--- config.mk ---
export PLATFORM = sky130hd
export DESIGN_NAME = muldiv_unit
export DESIGN_NICKNAME = d
export VERILOG_FILES = /design/src/rtl/muldiv_pkg.sv /design/src/rtl/md_decode.sv /design/src/rtl/md_sign_prep.sv /design/src/rtl/md_iter_step.sv /design/src/rtl/md_sign_fix.sv /design/src/rtl/muldiv_unit.sv
export SDC_FILE = /design/constraint.sdc
export NUM_CORES = 1
export LEC_CHECK = 0
export BUFFER_PORTS_ARGS = -buffer_cell sky130_fd_sc_hd__clkbuf_2
export CAP_MARGIN = 20
export CORE_MARGIN = 4
export CORE_UTILIZATION = 55
export CTS_CLUSTER_DIAMETER = 150
export DETAILED_ROUTE_END_ITERATION = 6
export PLACE_DENSITY = 0.73
export SYNTH_ARGS = -nofsm -noshare
export SYNTH_HDL_FRONTEND = slang
export SYNTH_HIERARCHICAL = 1
export SYNTH_SLANG_ARGS = --single-unit
--- constraint.sdc ---
create_clock -name clk_i -period 4.69 [get_ports clk_i]
set_input_delay 0.938 -clock clk_i [delete_from_list [all_inputs] [get_ports clk_i]]
set_output_delay 0.938 -clock clk_i [all_outputs]
set_load 0.01 [all_outputs]
--- src/rtl/muldiv_pkg.sv ---
package muldiv_pkg;
  localparam logic [5:0] FN_RDHI  = 6'h10;
  localparam logic [5:0] FN_WRHI  = 6'h11;
  localparam logic [5:0] FN_RDLO  = 6'h12;
  localparam logic [5:0] FN_WRLO  = 6'h13;
  localparam logic [5:0] FN_MULS  = 6'h18;
  localparam logic [5:0] FN_MULU  = 6'h19;
  localparam logic [5:0] FN_DIVS  = 6'h1a;
  localparam logic [5:0] FN_DIVU  = 6'h1b;
  localparam logic [5:0] FN_MUL3  = 6'h02;

  typedef enum logic [1:0] {ST_IDLE, ST_RUN, ST_FIX} md_state_e;

  typedef enum logic [2:0] {
    CMD_NONE, CMD_MUL, CMD_DIV, CMD_RDHI, CMD_RDLO, CMD_WRHI, CMD_WRLO
  } md_cmd_e;

  typedef struct packed {
    md_cmd_e kind;
    logic    sgn;
    logic    low_only;
  } md_dec_t;
endpackage

--- src/rtl/md_decode.sv ---
module md_decode
  import muldiv_pkg::*;
(
  input  logic       special_i,
  input  logic [5:0] funct_i,
  output md_dec_t    dec_o
);
  always_comb begin
    dec_o = '{kind: CMD_NONE, sgn: 1'b0, low_only: 1'b0};
    if (special_i) begin
      if (funct_i == FN_MUL3) dec_o = '{kind: CMD_MUL, sgn: 1'b1, low_only: 1'b1};
    end else begin
      case (funct_i)
        FN_MULS: dec_o = '{kind: CMD_MUL,  sgn: 1'b1, low_only: 1'b0};
        FN_MULU: dec_o = '{kind: CMD_MUL,  sgn: 1'b0, low_only: 1'b0};
        FN_DIVS: dec_o = '{kind: CMD_DIV,  sgn: 1'b1, low_only: 1'b0};
        FN_DIVU: dec_o = '{kind: CMD_DIV,  sgn: 1'b0, low_only: 1'b0};
        FN_RDHI: dec_o = '{kind: CMD_RDHI, sgn: 1'b0, low_only: 1'b0};
        FN_RDLO: dec_o = '{kind: CMD_RDLO, sgn: 1'b0, low_only: 1'b0};
        FN_WRHI: dec_o = '{kind: CMD_WRHI, sgn: 1'b0, low_only: 1'b0};
        FN_WRLO: dec_o = '{kind: CMD_WRLO, sgn: 1'b0, low_only: 1'b0};
        default: ;
      endcase
    end
  end
endmodule

--- src/rtl/md_sign_prep.sv ---
module md_sign_prep #(
  parameter int W = 32
) (
  input  logic         sgn_i,
  input  logic [W-1:0] a_i,
  input  logic [W-1:0] b_i,
  output logic [W-1:0] mag_a_o,
  output logic [W-1:0] mag_b_o,
  output logic         neg_a_o,
  output logic         neg_b_o
);
  assign neg_a_o = sgn_i & a_i[W-1];
  assign neg_b_o = sgn_i & b_i[W-1];
  // most negative value maps to 2^(W-1), which fits unsigned
  assign mag_a_o = neg_a_o ? (~a_i + 1'b1) : a_i;
  assign mag_b_o = neg_b_o ? (~b_i + 1'b1) : b_i;
endmodule

--- src/rtl/md_iter_step.sv ---
module md_iter_step #(
  parameter int W = 32
) (
  input  logic         is_div_i,
  input  logic [W-1:0] hi_i,
  input  logic [W-1:0] lo_i,
  input  logic [W-1:0] opnd_i,
  output logic [W-1:0] hi_o,
  output logic [W-1:0] lo_o
);
  logic [W:0] sum;
  logic [W:0] shifted;
  logic [W:0] diff;

  // shift-add: add multiplicand when multiplier lsb set, then shift right
  assign sum     = {1'b0, hi_i} + (lo_i[0] ? {1'b0, opnd_i} : '0);
  // restoring: bring in next dividend bit, trial subtract divisor
  assign shifted = {hi_i, lo_i[W-1]};
  assign diff    = shifted - {1'b0, opnd_i};

  always_comb begin
    if (is_div_i) begin
      if (!diff[W]) begin
        hi_o = diff[W-1:0];
        lo_o = {lo_i[W-2:0], 1'b1};
      end else begin
        hi_o = shifted[W-1:0];
        lo_o = {lo_i[W-2:0], 1'b0};
      end
    end else begin
      hi_o = sum[W:1];
      lo_o = {sum[0], lo_i[W-1:1]};
    end
  end
endmodule

--- src/rtl/md_sign_fix.sv ---
module md_sign_fix #(
  parameter int W = 32
) (
  input  logic         is_div_i,
  input  logic         neg_a_i,
  input  logic         neg_b_i,
  input  logic         div_zero_i,
  input  logic [W-1:0] dividend_i,
  input  logic [W-1:0] hi_mag_i,
  input  logic [W-1:0] lo_mag_i,
  output logic [W-1:0] hi_o,
  output logic [W-1:0] lo_o
);
  logic [2*W-1:0] prod_mag;
  logic [2*W-1:0] prod_res;
  logic           flip;

  assign flip     = neg_a_i ^ neg_b_i;
  assign prod_mag = {hi_mag_i, lo_mag_i};
  assign prod_res = flip ? (~prod_mag + 1'b1) : prod_mag;

  always_comb begin
    if (!is_div_i) begin
      hi_o = prod_res[2*W-1:W];
      lo_o = prod_res[W-1:0];
    end else if (div_zero_i) begin
      hi_o = dividend_i;
      lo_o = '1;
    end else begin
      hi_o = neg_a_i ? (~hi_mag_i + 1'b1) : hi_mag_i;
      lo_o = flip ? (~lo_mag_i + 1'b1) : lo_mag_i;
    end
  end
endmodule

--- src/rtl/muldiv_unit.sv ---
module muldiv_unit
  import muldiv_pkg::*;
#(
  parameter int W = 32
) (
  input  logic         clk_i,
  input  logic         rst_ni,
  input  logic         start_i,
  input  logic         special_i,
  input  logic [5:0]   funct_i,
  input  logic [W-1:0] rs_i,
  input  logic [W-1:0] rt_i,
  output logic         busy_o,
  output logic         rd_valid_o,
  output logic [W-1:0] rd_data_o
);
  localparam int CW = (W > 2) ? $clog2(W) : 1;

  md_state_e    state;
  logic [CW-1:0] cnt;
  logic [W-1:0] acc_hi, acc_lo, opnd, rs_q;
  logic [W-1:0] hi_q, lo_q, rdd_q;
  logic         neg_a_q, neg_b_q, div_q, low_q, dz_q, rdv_q;

  md_dec_t      dec;
  logic [W-1:0] mag_a, mag_b, step_hi, step_lo, fix_hi, fix_lo;
  logic         neg_a, neg_b;

  md_decode u_dec (
    .special_i (special_i),
    .funct_i   (funct_i),
    .dec_o     (dec)
  );

  md_sign_prep #(.W(W)) u_prep (
    .sgn_i   (dec.sgn),
    .a_i     (rs_i),
    .b_i     (rt_i),
    .mag_a_o (mag_a),
    .mag_b_o (mag_b),
    .neg_a_o (neg_a),
    .neg_b_o (neg_b)
  );

  md_iter_step #(.W(W)) u_step (
    .is_div_i (div_q),
    .hi_i     (acc_hi),
    .lo_i     (acc_lo),
    .opnd_i   (opnd),
    .hi_o     (step_hi),
    .lo_o     (step_lo)
  );

  md_sign_fix #(.W(W)) u_fix (
    .is_div_i   (div_q),
    .neg_a_i    (neg_a_q),
    .neg_b_i    (neg_b_q),
    .div_zero_i (dz_q),
    .dividend_i (rs_q),
    .hi_mag_i   (acc_hi),
    .lo_mag_i   (acc_lo),
    .hi_o       (fix_hi),
    .lo_o       (fix_lo)
  );

  assign busy_o     = (state != ST_IDLE);
  assign rd_valid_o = rdv_q;
  assign rd_data_o  = rdd_q;

  always_ff @(posedge clk_i or negedge rst_ni) begin
    if (!rst_ni) begin
      state   <= ST_IDLE;
      cnt     <= '0;
      acc_hi  <= '0;
      acc_lo  <= '0;
      opnd    <= '0;
      rs_q    <= '0;
      hi_q    <= '0;
      lo_q    <= '0;
      rdd_q   <= '0;
      rdv_q   <= 1'b0;
      neg_a_q <= 1'b0;
      neg_b_q <= 1'b0;
      div_q   <= 1'b0;
      low_q   <= 1'b0;
      dz_q    <= 1'b0;
    end else begin
      rdv_q <= 1'b0;
      case (state)
        ST_IDLE: begin
          if (start_i) begin
            case (dec.kind)
              CMD_MUL, CMD_DIV: begin
                state   <= ST_RUN;
                cnt     <= '0;
                div_q   <= (dec.kind == CMD_DIV);
                low_q   <= dec.low_only;
                neg_a_q <= neg_a;
                neg_b_q <= neg_b;
                dz_q    <= (rt_i == '0);
                rs_q    <= rs_i;
                acc_hi  <= '0;
                if (dec.kind == CMD_DIV) begin
                  acc_lo <= mag_a;
                  opnd   <= mag_b;
                end else begin
                  acc_lo <= mag_b;
                  opnd   <= mag_a;
                end
              end
              CMD_RDHI: begin
                rdv_q <= 1'b1;
                rdd_q <= hi_q;
              end
              CMD_RDLO: begin
                rdv_q <= 1'b1;
                rdd_q <= lo_q;
              end
              CMD_WRHI: hi_q <= rs_i;
              CMD_WRLO: lo_q <= rs_i;
              default: ;
            endcase
          end
        end
        ST_RUN: begin
          acc_hi <= step_hi;
          acc_lo <= step_lo;
          if (cnt == CW'(W - 1)) state <= ST_FIX;
          else cnt <= cnt + 1'b1;
        end
        ST_FIX: begin
          state <= ST_IDLE;
          if (low_q) begin
            rdv_q <= 1'b1;
            rdd_q <= fix_lo;
          end else begin
            hi_q <= fix_hi;
            lo_q <= fix_lo;
          end
        end
        default: state <= ST_IDLE;
      endcase
    end
  end
endmodule

==> run metrics <==
outcome=complete, no violations; Pwr Density=671.5 nW/µm²; Final ANT Viol Nets=0; Final Wtd Congestion=around 1.0; DRT iter0 DRCs=2,069; area growth from synthesis to layout=9.741%; Post-synth top cells=434 x nand2_1, 237 x dfrtp_1, 142 x o21ai_0; # rows=70; Die Height=201.0 µm; fin crit share=just over 80%; post-synth top area share=28.95%; Synth area leaders=dfrtp_1 29%, nand2_1 8.0%, mux2i_1 5.7%, mux2_2 5.4%, xnor2_1 4.4%; Clock Latency Late Sink=0.58 ns; final worst clock skew=0.03335 ns; Via-to-Cell Ratio=6.479; TritonCTS buffer count=28; Top FF cell, synth=dfrtp_1; Setup TNS=0 ns; post-synthesis cell count=2,448; initial antenna violation count=1; All-Layer GR Usage=32.76%; CP max-delay cell=dfrtp_1; Yosys top cell by area=dfrtp_1; DP HPWL=51.53 mm; max_slew headroom=a little over two fifths; pin count of the biggest net entering global routing=between 100 and 150; register area share after synthesis=28.95%; Max IR drop VDD=0.0005114 V; H-tree depth=1; dominant cell by count in the synthesized netlist=nand2_1; largest stage delay on the critical path=0.61 ns; Crit path required time=5.14 ns; Antenna diodes=0; startpoint types=flip-flop; chip width=between 200 and 250 µm; yosys warns=6; fin crit period=3.891 ns; die footprint=40,400 µm²; average routed wire per standard cell=23.20 µm; Max Cap Violations=0; Crit Path Class=flip-flop to flip-flop; core area=36,700 µm²; Power Total=roughly 15 mW; residual DRC count=0; Netlist Area Pre-Place=20,490 µm²; setup violators final=0; via count=19,270; drt total wl=about 69 mm; Min Hold Slack=0.4383 ns; setup repair bufs after CTS=0; RSZ-0062 raised after global routing=no; Post-synth EDFFs=0; maximum clock rate=around 0.26 GHz; IO Port Bufs=107; clock sink count=237; crit path DAT=4.34 ns; CTS hold repair buffers=0; crit-path max FO=17; syn avg cell area=8.369 µm²; Post-Syn Nets=2,594; Synth cell types=96; TritonCTS clock tree=built; Initial Utilization=between 50 and 60%; vias in the first global route=18,610; Final Worst Setup Slack=between 0.7 and 0.8 ns; CTS Root Cell=clkbuf_16; Post-Place Worst Slack=0.8785 ns; final hold vios=0; post-cts sizing count=0; Remaining Overflow, GRT=0; Clock Pin Slew Worst Setup and Hold Paths=0.06 ns; Ports=108; layout cells sized above 1=16.36%; ys async rst share=between 90% and 100%; First-pass DRT Iterations=5; nets=2,630; Crit path max-delay family=compound AO/OA/AOI/OAI gates; CP Cell Sequence=inv_1, fa_1, nor2b_1, o31ai_1, a21o_1, o211ai_4, a31oi_4, o211ai_4, buf_4, nor2_1, a211oi_1, a21oi_1, a22o_1; Slew Limit Fails=0; cell mode on critical path=o211ai_4; Hold Path Class=primary input to asynchronous set/reset pin; FF+latch count, synth=237; Least-Margin Pin Slew=0.8579 ns; Lkg Pwr=10.13 nW; CP Capture Type=flip-flop; CP Buf/Inv Count=2; first-pass GRT wire length=107.0 mm; clock buffer depth=3
==> cell usage in the layout, fill, tap and decap left out, types with 45 or more instances in the layout <==
| cell | synthesis | final |
|---|---|---|
| a21o_1 | 67 | 67 |
| a21oi_1 | 117 | 117 |
| dfrtp_1 | 237 | 236 |
| nand2_1 | 434 | 434 |
| xnor2_1 | 104 | 103 |
| buf_4 | 6 | 45 |
| clkbuf_2 | 0 | 106 |
| mux2_2 | 98 | 98 |
| xor2_1 | 71 | 70 |
| o21ai_0 | 142 | 142 |
| mux2i_1 | 117 | 117 |
| a211oi_1 | 48 | 48 |
| nor2_1 | 137 | 135 |
| inv_1 | 59 | 59 |
| ha_1 | 70 | 70 |
==> worst paths after layout <==
path                            startpoint      endpoint  slack (ns)  cells past startpoint
worst max-delay path             acc_hi[0]     acc_hi[9]        0.80                     13
worst min-delay path                rst_ni  rd_data_o[6]        0.44                      1
worst max register to register   acc_hi[0]     acc_hi[9]        0.80                     13
worst min register to register    rs_q[21]      rs_q[21]        0.47                      2
max in group asynchronous           rst_ni       opnd[8]        3.32                      2
min in group clk_i                rs_q[21]      rs_q[21]        0.47                      2
==> kinds of logic after synthesis <==
family / Yosys count / synth area share [%]
compound gates: 625 / 20.53
xor+xnor: 175 / 7.481
fa+ha+maj: 72 / 4.470
buf+inv: 214 / 4.623
flops: 237 / 28.95
mux: 248 / 13.45
simple gates: 877 / 20.50
==> state kept, by name, summed over array words and instances (netlist names) <==
register / count
cnt: 5
low_q: 1
div_q: 1
rs_q: 32
state: 2
dz_q: 1
neg_b_q: 1
acc_hi: 32
opnd: 32
acc_lo: 32
rd_data_o: 32
rd_valid_o: 1
neg_a_q: 1
lo_q: 32
hi_q: 32
==> metrics by stage <==
step,cell area [µm²],utilization [%],std cells
3_3_place_gp,21440,58.44,2922
2_1_floorplan,20490,-,2448
5_1_grt,22480,61.27,2974
3_5_place_dp,21440,58.44,2922
6_report,22480,61.27,2974
4_1_cts,22480,61.27,2974
==> routing by layer <==
metal	wire length [µm]	part of all wire, %	vias to the layer above	global-route usage (%)
met5	0	0	-	0
met4	3606	5.2	0	14.45
met3	5498	8.0	189	5.751
met2	30880	45	848	51.70
met1	29020	42	9345	44.38
li1	-	-	8887	-
==> where the power goes <==
part           total, mW  internal (mW)  switching [mW]
clock               2.47           1.53           0.948
combinational       8.57           3.61            4.97
sequential          4.05           2.76            1.29
==> cell type report <==
class | count | area (µm²)
clock buffers | 32 | 745.7
clock inverters | 20 | 294.0
fillers | 3167 | 14210
inverters | 61 | 229.0
multi-input cells | 1997 | 13670
flip-flops and latches | 237 | 5934
well taps | 468 | 585.6
repair buffers | 159 | 1023
Power figures use the tool's default switching activity.
